`config.mk`:
```
export PLATFORM = sky130hd
export DESIGN_NAME = pio_dport_ctrl
export DESIGN_NICKNAME = d
export VERILOG_FILES = /design/src/rtl/pio_dport_pkg.sv /design/src/rtl/pio_dport_decode.sv /design/src/rtl/pio_dport_wbuf.sv /design/src/rtl/pio_dport_fsm.sv /design/src/rtl/pio_dport_ctrl.sv
export SDC_FILE = /design/constraint.sdc
export NUM_CORES = 1
export LEC_CHECK = 0
export BUFFER_PORTS_ARGS = -buffer_cell sky130_fd_sc_hd__buf_2
export CORE_MARGIN = 2
export CORE_UTILIZATION = 52
export DETAILED_ROUTE_END_ITERATION = 16
export PLACE_DENSITY = 0.77
export SLEW_MARGIN = 20
export SYNTH_ARGS = -nofsm -noshare
export SYNTH_HDL_FRONTEND = slang
export SYNTH_HIERARCHICAL = 1
export SYNTH_SLANG_ARGS = --single-unit
export TNS_END_PERCENT = 1
```
`constraint.sdc`:
```
create_clock -name clk -period 3.8 [get_ports clk]
set_clock_uncertainty 0.2 [all_clocks]
set_input_delay 0.76 -clock clk [delete_from_list [all_inputs] [get_ports clk]]
set_output_delay 0.76 -clock clk [all_outputs]
set_load 0.05 [all_outputs]
```
`src/rtl/pio_dport_pkg.sv`:
```
package pio_dport_pkg;
  typedef enum logic [1:0] {
    ST_IDLE  = 2'd0,
    ST_DRAIN = 2'd1,
    ST_HOST  = 2'd2,
    ST_PREF  = 2'd3
  } drv_state_t;
endpackage

```
`src/rtl/pio_dport_decode.sv`:
```
module pio_dport_decode #(
  parameter int AW = 10,
  parameter logic [AW-1:0] PRI_PORT = 10'h1F0,
  parameter logic [AW-1:0] SEC_PORT = 10'h170
) (
  input  logic [AW-1:0] addr,
  output logic          is_data,
  output logic          ch
);
  always_comb begin
    is_data = (addr == PRI_PORT) || (addr == SEC_PORT);
    // bit 7 set selects the primary channel
    ch      = ~addr[7];
  end
endmodule

```
`src/rtl/pio_dport_wbuf.sv`:
```
module pio_dport_wbuf #(
  parameter int DEPTH = 2,
  parameter int W     = 33,
  localparam int PW   = (DEPTH > 1) ? $clog2(DEPTH) : 1,
  localparam int CW   = $clog2(DEPTH + 1)
) (
  input  logic         clk,
  input  logic         rst_n,
  input  logic         push,
  input  logic [W-1:0] push_data,
  input  logic         pop,
  output logic [W-1:0] head_data,
  output logic         empty,
  output logic         full
);
  logic [W-1:0]  mem_q [DEPTH];
  logic [PW-1:0] wp_q, wp_n, rp_q, rp_n;
  logic [CW-1:0] cnt_q, cnt_n;

  function automatic logic [PW-1:0] inc_ptr(input logic [PW-1:0] p);
    if (p == PW'(DEPTH - 1)) return '0;
    return p + PW'(1);
  endfunction

  always_comb begin
    wp_n  = push ? inc_ptr(wp_q) : wp_q;
    rp_n  = pop  ? inc_ptr(rp_q) : rp_q;
    cnt_n = cnt_q + CW'(push) - CW'(pop);
  end

  always_ff @(posedge clk or negedge rst_n) begin
    if (!rst_n) begin
      wp_q  <= '0;
      rp_q  <= '0;
      cnt_q <= '0;
    end else begin
      wp_q  <= wp_n;
      rp_q  <= rp_n;
      cnt_q <= cnt_n;
    end
  end

  for (genvar i = 0; i < DEPTH; i++) begin : g_slot
    always_ff @(posedge clk) begin
      if (push && (wp_q == PW'(i))) mem_q[i] <= push_data;
    end
  end

  assign head_data = mem_q[rp_q];
  assign empty     = (cnt_q == '0);
  assign full      = (cnt_q == CW'(DEPTH));
endmodule

```
`src/rtl/pio_dport_fsm.sv`:
```
module pio_dport_fsm
  import pio_dport_pkg::*;
#(
  parameter int AW = 10,
  parameter int DW = 32,
  parameter logic [AW-1:0] PRI_PORT = 10'h1F0,
  parameter logic [AW-1:0] SEC_PORT = 10'h170
) (
  input  logic          clk,
  input  logic          rst_n,
  input  logic [1:0]    post_en,
  input  logic [1:0]    pref_en,
  input  logic          h_req,
  input  logic          h_we,
  input  logic          h_sz32,
  input  logic [AW-1:0] h_addr,
  input  logic [DW-1:0] h_wdata,
  input  logic          is_data,
  input  logic          ch,
  output logic          h_ack,
  output logic [DW-1:0] h_rdata,
  input  logic          wb_empty,
  input  logic          wb_full,
  input  logic [DW:0]   wb_head,
  output logic          wb_push,
  output logic          wb_pop,
  output logic          pf_hit,
  output logic          d_req,
  output logic          d_we,
  output logic          d_ch,
  output logic          d_sz32,
  output logic [AW-1:0] d_addr,
  output logic [DW-1:0] d_wdata,
  input  logic          d_ack,
  input  logic [DW-1:0] d_rdata
);
  drv_state_t st_q, st_n;
  logic          wb_ch_q, wb_ch_n;
  logic          pf_vld_q, pf_vld_n, pf_ch_q, pf_ch_n, pf_sz_q, pf_sz_n;
  logic [DW-1:0] pf_data_q, pf_data_n;
  logic          dem_q, dem_n;
  logic          dwe_n, dch_n, dsz_n;
  logic [AW-1:0] dad_n;
  logic [DW-1:0] dwd_n;
  logic          post_path, post_ok, launch_drain, launch_host, host_done;

  function automatic logic [AW-1:0] port_of(input logic c);
    return c ? SEC_PORT : PRI_PORT;
  endfunction

  always_comb begin
    post_path    = h_req && h_we && is_data && post_en[ch];
    post_ok      = post_path && !wb_full && (wb_empty || (wb_ch_q == ch)) &&
                   ((st_q == ST_IDLE) || (st_q == ST_DRAIN));
    pf_hit       = h_req && !h_we && is_data && pref_en[ch] && pf_vld_q &&
                   (pf_ch_q == ch) && (pf_sz_q == h_sz32) &&
                   (st_q == ST_IDLE) && wb_empty;
    launch_drain = (st_q == ST_IDLE) && !wb_empty;
    launch_host  = (st_q == ST_IDLE) && wb_empty && h_req && !post_path && !pf_hit;
    host_done    = (st_q == ST_HOST) && d_ack;
    h_ack        = post_ok || pf_hit || host_done;
    h_rdata      = pf_hit ? pf_data_q : d_rdata;
    wb_push      = post_ok;
    wb_pop       = (st_q == ST_DRAIN) && d_ack;
  end

  always_comb begin
    st_n      = st_q;
    wb_ch_n   = post_ok ? ch : wb_ch_q;
    pf_vld_n  = pf_vld_q;
    pf_ch_n   = pf_ch_q;
    pf_sz_n   = pf_sz_q;
    pf_data_n = pf_data_q;
    dem_n     = dem_q;
    dwe_n     = d_we;
    dch_n     = d_ch;
    dsz_n     = d_sz32;
    dad_n     = d_addr;
    dwd_n     = d_wdata;
    if (post_ok || pf_hit || launch_host) pf_vld_n = 1'b0;
    unique case (st_q)
      ST_IDLE: begin
        if (launch_drain) begin
          st_n  = ST_DRAIN;
          dwe_n = 1'b1;
          dch_n = wb_ch_q;
          dsz_n = wb_head[DW];
          dad_n = port_of(wb_ch_q);
          dwd_n = wb_head[DW-1:0];
        end else if (pf_hit) begin
          st_n  = ST_PREF;
          dwe_n = 1'b0;
          dch_n = pf_ch_q;
          dsz_n = pf_sz_q;
          dad_n = port_of(pf_ch_q);
        end else if (launch_host) begin
          st_n  = ST_HOST;
          dem_n = !h_we && is_data && pref_en[ch];
          dwe_n = h_we;
          dch_n = ch;
          dsz_n = h_sz32;
          dad_n = h_addr;
          dwd_n = h_wdata;
        end
      end
      ST_DRAIN: if (d_ack) st_n = ST_IDLE;
      ST_HOST:  if (d_ack) st_n = dem_q ? ST_PREF : ST_IDLE;
      ST_PREF: begin
        if (d_ack) begin
          st_n      = ST_IDLE;
          pf_vld_n  = 1'b1;
          pf_ch_n   = d_ch;
          pf_sz_n   = d_sz32;
          pf_data_n = d_rdata;
        end
      end
      default: st_n = ST_IDLE;
    endcase
  end

  always_ff @(posedge clk or negedge rst_n) begin
    if (!rst_n) begin
      st_q      <= ST_IDLE;
      wb_ch_q   <= 1'b0;
      pf_vld_q  <= 1'b0;
      pf_ch_q   <= 1'b0;
      pf_sz_q   <= 1'b0;
      dem_q     <= 1'b0;
      d_req     <= 1'b0;
      d_we      <= 1'b0;
      d_ch      <= 1'b0;
      d_sz32    <= 1'b0;
      d_addr    <= '0;
      d_wdata   <= '0;
      pf_data_q <= '0;
    end else begin
      st_q      <= st_n;
      wb_ch_q   <= wb_ch_n;
      pf_vld_q  <= pf_vld_n;
      pf_ch_q   <= pf_ch_n;
      pf_sz_q   <= pf_sz_n;
      dem_q     <= dem_n;
      d_req     <= (st_n != ST_IDLE);
      d_we      <= dwe_n;
      d_ch      <= dch_n;
      d_sz32    <= dsz_n;
      d_addr    <= dad_n;
      d_wdata   <= dwd_n;
      pf_data_q <= pf_data_n;
    end
  end
endmodule

```
`src/rtl/pio_dport_ctrl.sv`:
```
module pio_dport_ctrl #(
  parameter int AW       = 10,
  parameter int DW       = 32,
  parameter int WB_DEPTH = 2,
  parameter logic [AW-1:0] PRI_PORT = 10'h1F0,
  parameter logic [AW-1:0] SEC_PORT = 10'h170
) (
  input  logic          clk,
  input  logic          rst_n,
  input  logic [1:0]    cfg_post_en,
  input  logic [1:0]    cfg_pref_en,
  input  logic          h_req,
  input  logic          h_we,
  input  logic          h_sz32,
  input  logic [AW-1:0] h_addr,
  input  logic [DW-1:0] h_wdata,
  output logic          h_ack,
  output logic [DW-1:0] h_rdata,
  output logic          d_req,
  output logic          d_we,
  output logic          d_ch,
  output logic          d_sz32,
  output logic [AW-1:0] d_addr,
  output logic [DW-1:0] d_wdata,
  input  logic          d_ack,
  input  logic [DW-1:0] d_rdata
);
  localparam int EW = DW + 1;

  logic          rst_s1_q, rst_s2_q;
  logic          is_data, ch;
  logic          wb_push, wb_pop, wb_empty, wb_full, pf_hit;
  logic [EW-1:0] wb_head;

  // asynchronous assertion, synchronous release
  always_ff @(posedge clk or negedge rst_n) begin
    if (!rst_n) begin
      rst_s1_q <= 1'b0;
      rst_s2_q <= 1'b0;
    end else begin
      rst_s1_q <= 1'b1;
      rst_s2_q <= rst_s1_q;
    end
  end

  pio_dport_decode #(.AW(AW), .PRI_PORT(PRI_PORT), .SEC_PORT(SEC_PORT)) i_dec (
    .addr(h_addr), .is_data(is_data), .ch(ch)
  );

  pio_dport_wbuf #(.DEPTH(WB_DEPTH), .W(EW)) i_wbuf (
    .clk(clk), .rst_n(rst_s2_q), .push(wb_push), .push_data({h_sz32, h_wdata}),
    .pop(wb_pop), .head_data(wb_head), .empty(wb_empty), .full(wb_full)
  );

  pio_dport_fsm #(.AW(AW), .DW(DW), .PRI_PORT(PRI_PORT), .SEC_PORT(SEC_PORT)) i_fsm (
    .clk(clk), .rst_n(rst_s2_q), .post_en(cfg_post_en), .pref_en(cfg_pref_en),
    .h_req(h_req), .h_we(h_we), .h_sz32(h_sz32), .h_addr(h_addr), .h_wdata(h_wdata),
    .is_data(is_data), .ch(ch), .h_ack(h_ack), .h_rdata(h_rdata),
    .wb_empty(wb_empty), .wb_full(wb_full), .wb_head(wb_head),
    .wb_push(wb_push), .wb_pop(wb_pop), .pf_hit(pf_hit),
    .d_req(d_req), .d_we(d_we), .d_ch(d_ch), .d_sz32(d_sz32), .d_addr(d_addr),
    .d_wdata(d_wdata), .d_ack(d_ack), .d_rdata(d_rdata)
  );
endmodule

```
* Word-level counts from Yosys, hierarchy flattened
Memory sizes are Yosys's and may differ from the RTL's. Index checks and enable logic that the tools add are counted.
Storage, ports and cells: register bits 91, latch bits 0, memory bits (writable) 66, bits in read-only memories 0, word-level logic and storage cells 130, memories 1
Operators by class: $add $sub $neg 4, multipliers 0, divide/modulo/power cells 0, order comparisons 1, equal/unequal tests 10, shifts and indexed selects 0, muxes and demuxes 45, bitwise gates (word level) 4, reduce and logical (&&, ||, !) cells 47
Memories:
- i_wbuf.mem_q | depth 2, width 33, read ports 1, clocked after Yosys merged registers in 0, wr ports 1, line pio_dport_wbuf.sv:16 | logic [W-1:0] mem_q [DEPTH];
Operators with widths (count):
- 32-bit two-way mux | 4
- 33-bit two-way mux | 1
- 33-bit OR reduction | 1
- 10-bit two-way mux | 3
- 1-bit two-way mux | 28
- 1-bit logical AND | 25
- 10-bit by 9-bit equality test with 1-bit output (second input constant) | 2
- 8-bit two-way mux | 2
- 2-bit two-way mux | 6
- 2-bit equality test (second input constant) | 3
- 1-bit logical OR | 6
- 2-bit case mux with 3 select lines | 1
- 1-bit logical NOT | 5
- 2-bit logical NOT | 2
- 1-bit inverter | 4
- 2-bit AND reduction | 2
- 4-bit AND reduction | 1
- 2-bit nonzero test | 2
- 1-bit equality test | 3
- 3-bit AND reduction | 1
- 3-bit nonzero test | 1
- 1-bit adder (second input constant) | 2
- 2-bit by 1-bit adder with 2-bit output | 1
- 2-bit by 1-bit equality test with 1-bit output (second input constant) | 1
- other kinds (4) | 4

* Depth between registers and ports, before layout
Gate-level depths: netlist of run 1.
depth in word-level cells 16, depth in mapped cells 8

* By module
The synthesis of run 1 kept the hierarchy.
Modules (own cells, without submodules):
- pio_dport_fsm | times used 1, cells an instance 370, area an instance 4325.4 µm², sequential area each 2127.0 µm²
- pio_dport_wbuf | times used 1, cells an instance 118, area an instance 2730.1 µm², sequential area each 2082.0 µm²
- pio_dport_ctrl | times used 1, cells an instance 3, area an instance 53.8 µm², sequential area each 50.0 µm²
- pio_dport_decode | times used 1, cells an instance 4, area an instance 33.8 µm², sequential area each 0.0 µm²

* Worst setup path before layout of run 1
Ideal clock, no wire load.
kind in2reg, start point input h_addr[3], end point memory i_wbuf.mem_q[0][0] (enable), setup time 0.427 ns, arrival 3.528 ns, required time 3.173 ns, path slack -0.355 ns, stages on the path 7, buffers on the path 0, path through or3b_1 -> nor4_2 -> nand3_1 -> nor2_1 -> o211ai_1 -> inv_1 -> nor2b_1
On the way: word-level cells in the longest chain between the ends 12, elaborated cells between the ends (all ways) 17, those cells by class eq/ne (2); mux (6); reduce/logical (9)
RTL lines:
- start, declared | line pio_dport_ctrl.sv:15 | input logic [AW-1:0] h_addr,
- 10-bit by 9-bit equality test with 1-bit output | line pio_dport_decode.sv:11 | is_data = (addr == PRI_PORT) || (addr == SEC_PORT);
- 1-bit logical OR * | line pio_dport_decode.sv:11
- net is_data | line pio_dport_ctrl.sv:31 | logic is_data, ch;
- 1-bit logical AND * (2 in series) | line pio_dport_fsm.sv:52 | post_path = h_req && h_we && is_data && post_en[ch];
- 1-bit logical AND * (3 in series) | line pio_dport_fsm.sv:53 | post_ok = post_path && !wb_full && (wb_empty || (wb_ch_q == ch)) &&
- net wb_push | line pio_dport_ctrl.sv:32 | logic wb_push, wb_pop, wb_empty, wb_full, pf_hit;
- 1-bit logical AND | line pio_dport_wbuf.sv:45 | if (push && (wp_q == PW'(i))) mem_q[i] <= push_data;
- 1-bit two-way mux | line pio_dport_wbuf.sv:45
- 1-bit two-way mux (not written as such) | line pio_dport_wbuf.sv:45
- 33-bit OR reduction (no source line)
- 1-bit two-way mux (no source line)
- end, declared | line pio_dport_wbuf.sv:16
Mark *: on every way through the listed nets, which the timed path passes. The rest lies on a longest branch.

* Final worst setup path of run 1
start point input h_addr[3], end point output h_rdata[10]
On the way: word-level cells in the longest chain between the ends 10, elaborated cells between the ends (all ways) 11, those cells by class eq/ne (2); mux (1); reduce/logical (8)
RTL lines:
- 10-bit by 9-bit equality test with 1-bit output | line pio_dport_decode.sv:11
- 1-bit logical OR * | line pio_dport_decode.sv:11
- net is_data | line pio_dport_ctrl.sv:31
- 1-bit logical AND * (4 in series) | line pio_dport_fsm.sv:55 | pf_hit = h_req && !h_we && is_data && pref_en[ch] && pf_vld_q &&
- 1-bit logical AND * (2 in series) | line pio_dport_fsm.sv:56 | (pf_ch_q == ch) && (pf_sz_q == h_sz32) &&
- 1-bit logical AND * | line pio_dport_fsm.sv:57 | (st_q == ST_IDLE) && wb_empty;
- 32-bit two-way mux * | line pio_dport_fsm.sv:62 | h_rdata = pf_hit ? pf_data_q : d_rdata;
- end, declared | line pio_dport_ctrl.sv:18 | output logic [DW-1:0] h_rdata,
Marked as above.

==> results of run 1 <==
-- flip-flops by register name (all words and copies together), names as in the netlist, 2 cells and up --
register and flops:
i_fsm/d_addr 10, i_fsm/pf_data_q 32, i_wbuf/cnt_q 2, i_fsm/st_q 2
i_wbuf/mem_q 66, i_fsm/d_wdata 32
-- layer usage --
| metal | vias up | part of all wire (%) |
|---|---|---|
| met5 | - | 0 |
| met4 | 0 | 1.4 |
| met3 | 17 | 6.3 |
| met2 | 137 | 50 |
| met1 | 2216 | 42 |
| li1 | 2090 | - |
-- layout make-up --
type	count	area, um2
sequential	157	4267
clock inverter	9	57.56
multi-input combinational	304	2655
fill	977	4622
timing repair buffer	177	950.9
inverter	6	22.52
tap	176	220.2
clock buffer	23	500.5
-- metrics by stage --
stage	utilization [%]	hold slack [ps]	worst slack [ps]	std cells	power (mW)
finish	65.24	157.2	136.7	852	7.247
global route	65.24	172.1	48.84	852	7.643
CTS	65.15	159.6	123.4	852	7.331
detailed placement	60.88	138.0	125.9	819	5.728
global placement	60.88	137.1	219.5	819	5.613
floorplan	-	131.2	138.4	493	5.092
-- critical path: stages --
cell      delay, ps
buf_2           100
or3b_1          410
nor4_4          170
nand3b_1        160
nor4_4          210
nand2b_2        110
buf_12          200
mux2_4          320
buf_2           210
-- worst max path at each step --
| stage | from | endpoint | slack (ps) | depth (start not counted) |
|---|---|---|---|---|
| 2_1_floorplan | h_addr[3] | h_ack | 140 | 8 |
| 3_3_place_gp | h_addr[3] | h_rdata[4] | 220 | 9 |
| 3_5_place_dp | h_addr[3] | h_rdata[10] | 130 | 9 |
| 4_1_cts | h_addr[3] | h_rdata[10] | 120 | 9 |
| 5_1_grt | h_addr[3] | h_rdata[18] | 50 | 9 |
| 6_report | h_addr[3] | h_rdata[10] | 140 | 9 |
-- repair_timing --
| action | CTS | global route |
|---|---|---|
| endpoints found under the setup margin | 0 | 32 |
| hold buffers | 1 | 0 |
| resized for setup | 0 | 1 |
| hold endpoints to repair | 2 | 0 |
-- power by group --
part           switching [mW]  total, mW  internal (mW)  leakage (nW)
logic                    1.86       3.04           1.18          2.12
registers               0.390       2.63           2.24          1.69
clock network           0.647       1.57          0.927         0.270
==> impl_metrics.tcl, run 1 <==
set metrics [dict create \
    synth_area_um2 7128 \
    synth-warning-count 6 \
    drive_gt1_share_pct 51.18 \
    gp_congestion 0.7766 \
    ctsHtreeMaxLevel 4 \
    min_path_cells 0 \
    outcome "completed" \
    die_w_um 121.1 \
    setup_tns_ps 0 \
    drc 0 \
    end_kind "output port" \
    hold_viol_final 0 \
    holdPathEnd "rst_s2_q" \
    start_util_pct 53.61 \
    cts-root-buf "clkbuf_16" \
    vias 4460 \
    clkTransAtPathRegs_ps 60 \
    grt_overflow 0 \
    antenna_found_initial 0 \
    fmaxAchievable_ghz 0.2730 \
    mostFrequentLayoutCells "162 x buf_2, 105 x nand2_1, 89 x dfrtp_1, 74 x mux2_2, 66 x edfxtp_1" \
    ir_worst_vdd_mv 0.5316 \
    portBuffers 162 \
    fp.dieH_um 121.1 \
    synth.avg_cell_area_um2 14.46 \
    min_period_ps 3663 \
    die_area_um2 14660 \
    leakagePower_nw 4.076 \
    clk_path_buf_depth 2 \
    use_met1_pct 26.20 \
    wl_mm 14.40 \
    finalSetupViolCount 0 \
    grt_pass1_vias 4756 \
    drt-vias-per-instance 5.235 \
    clk_latency_ps 420 \
    coreArea_um2 13300 \
    area_growth_pct 21.68 \
    grt_pass1_wl_mm 23.47 \
    r2r_start "i_fsm/pf_sz_q" \
    grt_util_met3_pct 5.498 \
    ff2ff_path_depth 6 \
    grt_max_degree 61 \
    max_cap_viol_count 0 \
    place_area_um2 8094 \
    grt.total_usage_pct 20.87 \
    dp_hpwl_mm 9.570 \
    critical_path_required_ps 2840 \
    rrSetupSlack_ps 1440 \
    numCtsBuffers 17 \
    antenna_left 0 \
    min_path_type "reg -> reg" \
    final_common_cell "buf_2" \
    busiest_layer "met2" \
    worst_slew_pin_slew_ps 777.8 \
    dr.pass1.iters 4 \
    criticalPathCategory "in -> out" \
    cp_max_fo 34 \
    diodes 0 \
    routedWlPerCell_um 16.90 \
    reg2reg_to "i_fsm/d_wdata[21]" \
    design_area_um2 8673 \
    ios 163 \
    slew_headroom_pct 48.15 \
    slew_viol_final 0 \
    cts_num_sinks 157 \
    rsz0062_at_grt "false" \
    worstPathArrival_ps 2700 \
    drt_first_iter_violations 314 \
    synth_fp_nets 579 \
    critPathLaunchType "primary input" \
    finalCritPeriodShare_pct 96.40 \
    cts_tree "done" \
    rows 42 \
    min-delay-start "rst_s1_q" \
    power_density_nw_per_um2 835.6 \
    grtUsageMet2_pct 34.80 \
    nets 749 \
    synthCells 493 \
    post_cts_buffers 0 \
]
Note: power is estimated with default switching activity, not from simulation.
==> run 2, diff against run 1 <==
Settings changed: CORE_UTILIZATION 52 to 49, PLACE_DENSITY 0.77 to 0.76.
Clock period 3.8 ns to 3 ns, I/O delays scaled along.
==> impl_metrics.tcl, run 2 (synthesis gave the netlist of run 1 again) <==
set metrics [dict create \
    hold_viol_final 0 \
    portBuffers 162 \
    clkTransAtPathRegs_ps 60 \
    grt_overflow 0 \
    die_w_um 124.6 \
    ir_worst_vdd_mv 0.5005 \
    multi_input_area_um2 2661 \
    grt.total_usage_pct 19.84 \
    cpPeakStageDelay_ps 400 \
    grt_pass1_vias 4917 \
    post-route-util_pct 63.67 \
    reg.largest.list "i_wbuf/mem_q: 66 flops, i_fsm/d_wdata: 32 flops, i_fsm/pf_data_q: 32 flops" \
    end_kind "output port" \
    coreArea_um2 14370 \
    antenna_found_initial 0 \
    diodes 0 \
    start_util_pct 49.61 \
    ctsHtreeMaxLevel 4 \
    die_area_um2 15530 \
    holdWs_ps 151.3 \
    fin_ws_ps -243.1 \
    nFillCells 1073 \
    finalNonFillerCells 875 \
    cp_max_fo 34 \
    numCtsBuffers 17 \
    cts_num_sinks 157 \
    slew_headroom_pct 53.38 \
    design_area_um2 9149 \
    min_path_type "reg -> reg" \
    max_flop_register "i_wbuf/mem_q" \
    drt_first_iter_violations 262 \
    crit_slowest_cell "or3b_4" \
    clk_latency_ps 420 \
    drive_gt1_share_pct 52.53 \
    finalCritPeriodShare_pct 108.1 \
    mostFrequentLayoutCells "128 x buf_2, 105 x nand2_1, 89 x dfrtp_1, 73 x mux2_2, 66 x edfxtp_1" \
    nets 764 \
    dpl.cell_count 842 \
    slew_viol_final 0 \
    dp_hpwl_mm 9.791 \
    ios 163 \
    min_period_ps 3243 \
    violations "setup timing" \
    critical_path.cell_chain "buf_6 > or3b_4 > nor4_4 > nand3b_1 > nor4_4 > nand2b_2 > buf_12 > mux2_4 > buf_6" \
    clk_path_buf_depth 2 \
    gp_congestion 0.7971 \
    leakagePower_nw 4.292 \
    wl_mm 14.80 \
    largest_register_ff_count 66 \
    grt_max_degree 48 \
    cts-root-buf "clkbuf_16" \
    grt_pass1_wl_mm 24.21 \
    antenna_left 0 \
    power_density_nw_per_um2 1045 \
    fmaxAchievable_ghz 0.3083 \
    place_area_um2 8279 \
    post_cts_buffers 0 \
    worst_slew_pin_slew_ps 699.3 \
    rows 44 \
    routedWlPerCell_um 16.91 \
    finalSetupViolCount 33 \
    rsz0062_at_grt "true" \
    criticalPathCategory "in -> out" \
    dr.pass1.iters 4 \
    max_cap_viol_count 0 \
    seqCellArea_um2 4264 \
    worstPathArrival_ps 2440 \
    cts_tree "done" \
    drt-vias-per-instance 5.207 \
    area_growth_pct 28.35 \
    drc 0 \
    vias 4556 \
    outcome "complete, but fails checks" \
    final_common_cell "buf_2" \
    critPathLaunchType "primary input" \
    critical_path_required_ps 2200 \
    fp.dieH_um 124.6 \
]
## run 2: changes by cell type in the layout (fill, tap and decap cells not counted), moves of 3 or more
cell,before,now
buf_12,2,7
buf_2,162,128
buf_4,12,23
buf_6,0,33
clkinvlp_4,3,0
## run 2: worst paths after layout
check	depth (start not counted)	startpoint	to	slack, ps
max in group asynchronous	1	rst_s2_q	i_fsm/d_wdata[2]	1710
worst min register to register	0	rst_s1_q	rst_s2_q	150
worst max-delay path	9	h_addr[2]	h_rdata[14]	-240
worst max register to register	6	i_wbuf/cnt_q[1]	i_fsm/dem_q	690
min in group asynchronous	0	rst_s2_q	i_fsm/d_addr[8]	180
worst min-delay path	0	rst_s1_q	rst_s2_q	150
## run 2: timing repair
item,CTS,global route
setup endpoints to repair,33,33
gates resized for setup,66,3
pin swaps,2,1
hold buffers,1,0
hold endpoints to repair,2,0
## run 2: per-stage QoR
| step | worst slack (ps) | TNS (ps) | power (mW) |
|---|---|---|---|
| after detailed placement | -346.5 | -19120 | 7.352 |
| final | -243.1 | -7192 | 9.560 |
| after floorplan | -341.6 | -18310 | 6.449 |
| after global routing | -347.5 | -10780 | 10.06 |
| after global placement | -271.1 | -12970 | 7.189 |
| after CTS | -321.2 | -9239 | 9.645 |
## run 2: area by class of cell
type                    instances  share of cell area [%]
well taps                     184                   2.516
inverters                       6                  0.2462
multi-input cells             304                   29.09
clock buffers                  26                   6.277
clock inverters                 6                  0.6701
flip-flops and latches        157                   46.61
repair buffers                192                   14.59
## run 2: critical path: cells and delay by family
family        cells  cell delay (ps)
mux               1              340
buf+inv           3              450
simple gates      5             1030
## run 2: per-layer routing
layer  part of all wire [%]  GRT usage, %  vias to the layer above
met3                    6.8         6.100                       28
li1                       -             -                     2113
met2                     48         33.30                      164
met5                      0             0                        -
met4                    2.1         8.063                        0
met1                     43         23.89                     2251
## run 2: power breakdown
part / total (mW) / leakage [nW] / switching [mW] / internal, mW
logic: 4.09 / 2.29 / 2.48 / 1.61
clock network: 2.23 / 0.318 / 0.823 / 1.41
registers: 3.24 / 1.69 / 0.395 / 2.84
==> run 3, diff against run 2 <==
Settings changed: ABC_AREA set to 1, ABC_CLOCK_PERIOD_IN_PS set to 3000, SKIP_LAST_GASP set to 1.
==> impl_metrics.tcl, run 3 <==
set metrics [dict create \
    outcome "complete, but fails checks" \
    violations "setup timing" \
    cts_num_sinks 157 \
    power.switching_mw 3.998 \
    drc 0 \
    clk_path_buf_depth 2 \
    dp_hpwl_mm 11.23 \
    min_period_ps 3036 \
    end_kind "output port" \
    drive_gt1_share_pct 31.33 \
    clk_latency_ps 420 \
    nets 1072 \
    min_path_type "reg -> async" \
    rows 44 \
    fin_ws_ps -36.03 \
    cts_tree "done" \
    synth_area_um2 7315 \
    critical_path_required_ps 2200 \
    post-route-util_pct 63.90 \
    routedWlPerCell_um 14.67 \
    max_flop_register "i_wbuf/mem_q" \
    cpPeakStageDelay_ps 180 \
    start_util_pct 50.33 \
    portBuffers 162 \
    synth_top_area_share_pct 31.13 \
    wl_mm 17.37 \
    gp_congestion 0.8782 \
    ys_seq_area_share_pct 58.23 \
    synth.largest_area_cell "dfrtp_1" \
    design_area_um2 9288 \
    cp_max_fo 6 \
    worst_slew_pin_slew_ps 645.2 \
    ctsHtreeMaxLevel 4 \
    finalSetupViolCount 15 \
    finalCritPeriodShare_pct 101.2 \
    criticalPathCategory "in -> out" \
    synthCells 806 \
    die_area_um2 15920 \
    synth_flop_cell "dfrtp_1" \
    swShare_pct 44.43 \
    drt-vias-per-instance 4.957 \
    holdWs_ps 154.3 \
    post-place-ws_ps -208.9 \
    power_frac_seq_pct 35.9 \
    grt_pass1_vias 5766 \
    synth_edf_count 66 \
    area_growth_pct 26.98 \
    synth.avg_cell_area_um2 9.075 \
    vias 5869 \
    power_density_nw_per_um2 968.8 \
    coreArea_um2 14530 \
    worstPathArrival_ps 2240 \
    grt_overflow 0 \
    die_w_um 126.2 \
    grt_pass1_wl_mm 27.70 \
    nFillCells 1213 \
    synth-warning-count 6 \
    grt.total_usage_pct 22.01 \
    slew_headroom_pct 56.99 \
    crit_path_frequent_cell "nor2_4" \
    yosysMostFrequentCell "nand2_1" \
    slew_viol_final 0 \
    ir_worst_vdd_mv 0.6104 \
    fmaxAchievable_ghz 0.3294 \
    ios 163 \
    async_flop_share_pct 57.96 \
    reg.largest.list "i_wbuf/mem_q: 66 flops, i_fsm/d_wdata: 32 flops, i_fsm/pf_data_q: 32 flops" \
    yosys-top-cells-count "268 x nand2_1, 97 x inv_1, 91 x dfrtp_1" \
    synth_area_leaders "dfrtp_1 31%, edfxtp_1 27%, nand2_1 14%" \
    drt_first_iter_violations 446 \
    place_area_um2 8406 \
    dr.pass1.iters 5 \
    combinationalPowerShare_pct 41.5 \
    crit_slowest_cell "buf_6" \
    synth_cell_types 31 \
    critPathLaunchType "primary input" \
    leakagePower_nw 4.637 \
    numCtsBuffers 17 \
    antenna_left 0 \
    hold_viol_final 0 \
    mostFrequentLayoutCells "265 x nand2_1, 135 x buf_2, 95 x inv_1, 89 x dfrtp_1, 77 x o21ai_0" \
    critical_path.cell_chain "buf_2 > nor2_2 > nand2_1 > nor2_2 > inv_2 > nor2_4 > inv_2 > nor2_4 > nand3_4 > nor2_4 > buf_12 > buf_8 > buf_16 > nand2_4 > o21ai_2 > buf_6" \
    p_clk_share_pct 22.7 \
    grt_max_degree 48 \
    clkTransAtPathRegs_ps 60 \
    cts-root-buf "clkbuf_16" \
    max_cap_viol_count 0 \
    antenna_found_initial 1 \
    largest_register_ff_count 66 \
    p_int_mw 5.000 \
    synth_fp_nets 892 \
    rsz0062_at_grt "true" \
    ys_ff_latch 157 \
    fp.dieH_um 126.2 \
    final_common_cell "nand2_1" \
]
==> run 3: critical path: cells and delay by family <==
kind / cells / cell delay, ps
compound gates: 1 / 60
buf+inv: 7 / 790
simple gates: 8 / 760
==> run 3: worst paths after layout <==
path,cells after the start,end,startpoint,slack [ps]
setup / recovery,16,h_rdata[14],h_addr[9],-40
hold / removal,0,i_fsm/pf_data_q[29],rst_s2_q,150
setup reg to reg,10,i_wbuf/mem_q[0][11],i_wbuf/cnt_q[1],790
hold reg to reg,0,i_fsm/pf_data_q[29],rst_s2_q,150
max in group asynchronous,1,i_fsm/pf_data_q[12],rst_s2_q,1740
min in group clk,0,rst_s2_q,rst_s1_q,160
==> run 3: metal layers <==
| metal | global-route usage (%) | vias to the layer above | share of wire [%] |
|---|---|---|---|
| met2 | 37.13 | 170 | 50 |
| li1 | - | 2921 | - |
| met1 | 27.71 | 2745 | 43 |
| met3 | 4.970 | 33 | 4.9 |
| met4 | 8.597 | 0 | 2.5 |
| met5 | 0 | - | 0 |
==> run 3: repair_timing <==
| action | 4_1_cts | 5_1_grt |
|---|---|---|
| resized for setup | 42 | 16 |
| setup buffers | 3 | 1 |
| endpoints found under the setup margin | 33 | 33 |
| hold endpoints to repair | 2 | 0 |
| hold buffers | 1 | 0 |
| gates cloned | 2 | 1 |
| pin swaps | 8 | 8 |
==> run 3: cells by family (layout without fill, tap and decap cells) <==
family	after synthesis	count (layout)	share of synthesized area [%]
other	1	2	0.05127
flip-flops	157	157	58.23
AO/OA/AOI/OAI	117	117	9.442
AND/OR/NAND/NOR	387	387	22.58
XOR/XNOR	2	2	0.2395
adder cells (fa/ha/maj)	2	2	0.3421
buffers and inverters	140	333	9.117
==> run 3: area by class of cell <==
type	count	area (um2)	share of cell area [%]
clock buffer	19	452.9	4.877
antenna	1	2.502	0.02694
timing repair buffer	201	1371	14.76
tap	184	230.2	2.479
sequential	157	4264	45.91
multi-input combinational	509	2474	26.63
clock inverter	13	116.4	1.253
inverter	100	376.6	4.055
==> run 3: per-stage QoR <==
step | instances | setup TNS [ps] | total power [mW]
after floorplan | 806 | -481.5 | 6.029
after global placement | 1144 | -3658 | 6.885
after detailed placement | 1144 | -5857 | 6.966
after CTS | 1182 | -1377 | 9.059
after global routing | 1184 | -2988 | 9.600
final | 1184 | -174.2 | 8.998
==> run 3: power groups by stage <==
stage                     sequential (mW)  clock [mW]  combinational, mW
after floorplan                      4.19           0               1.84
after global routing                 3.30        2.19               4.12
after CTS                            3.22        2.09               3.75
final                                3.23        2.04               3.73
after detailed placement             3.25           0               3.71
after global placement               3.24           0               3.65
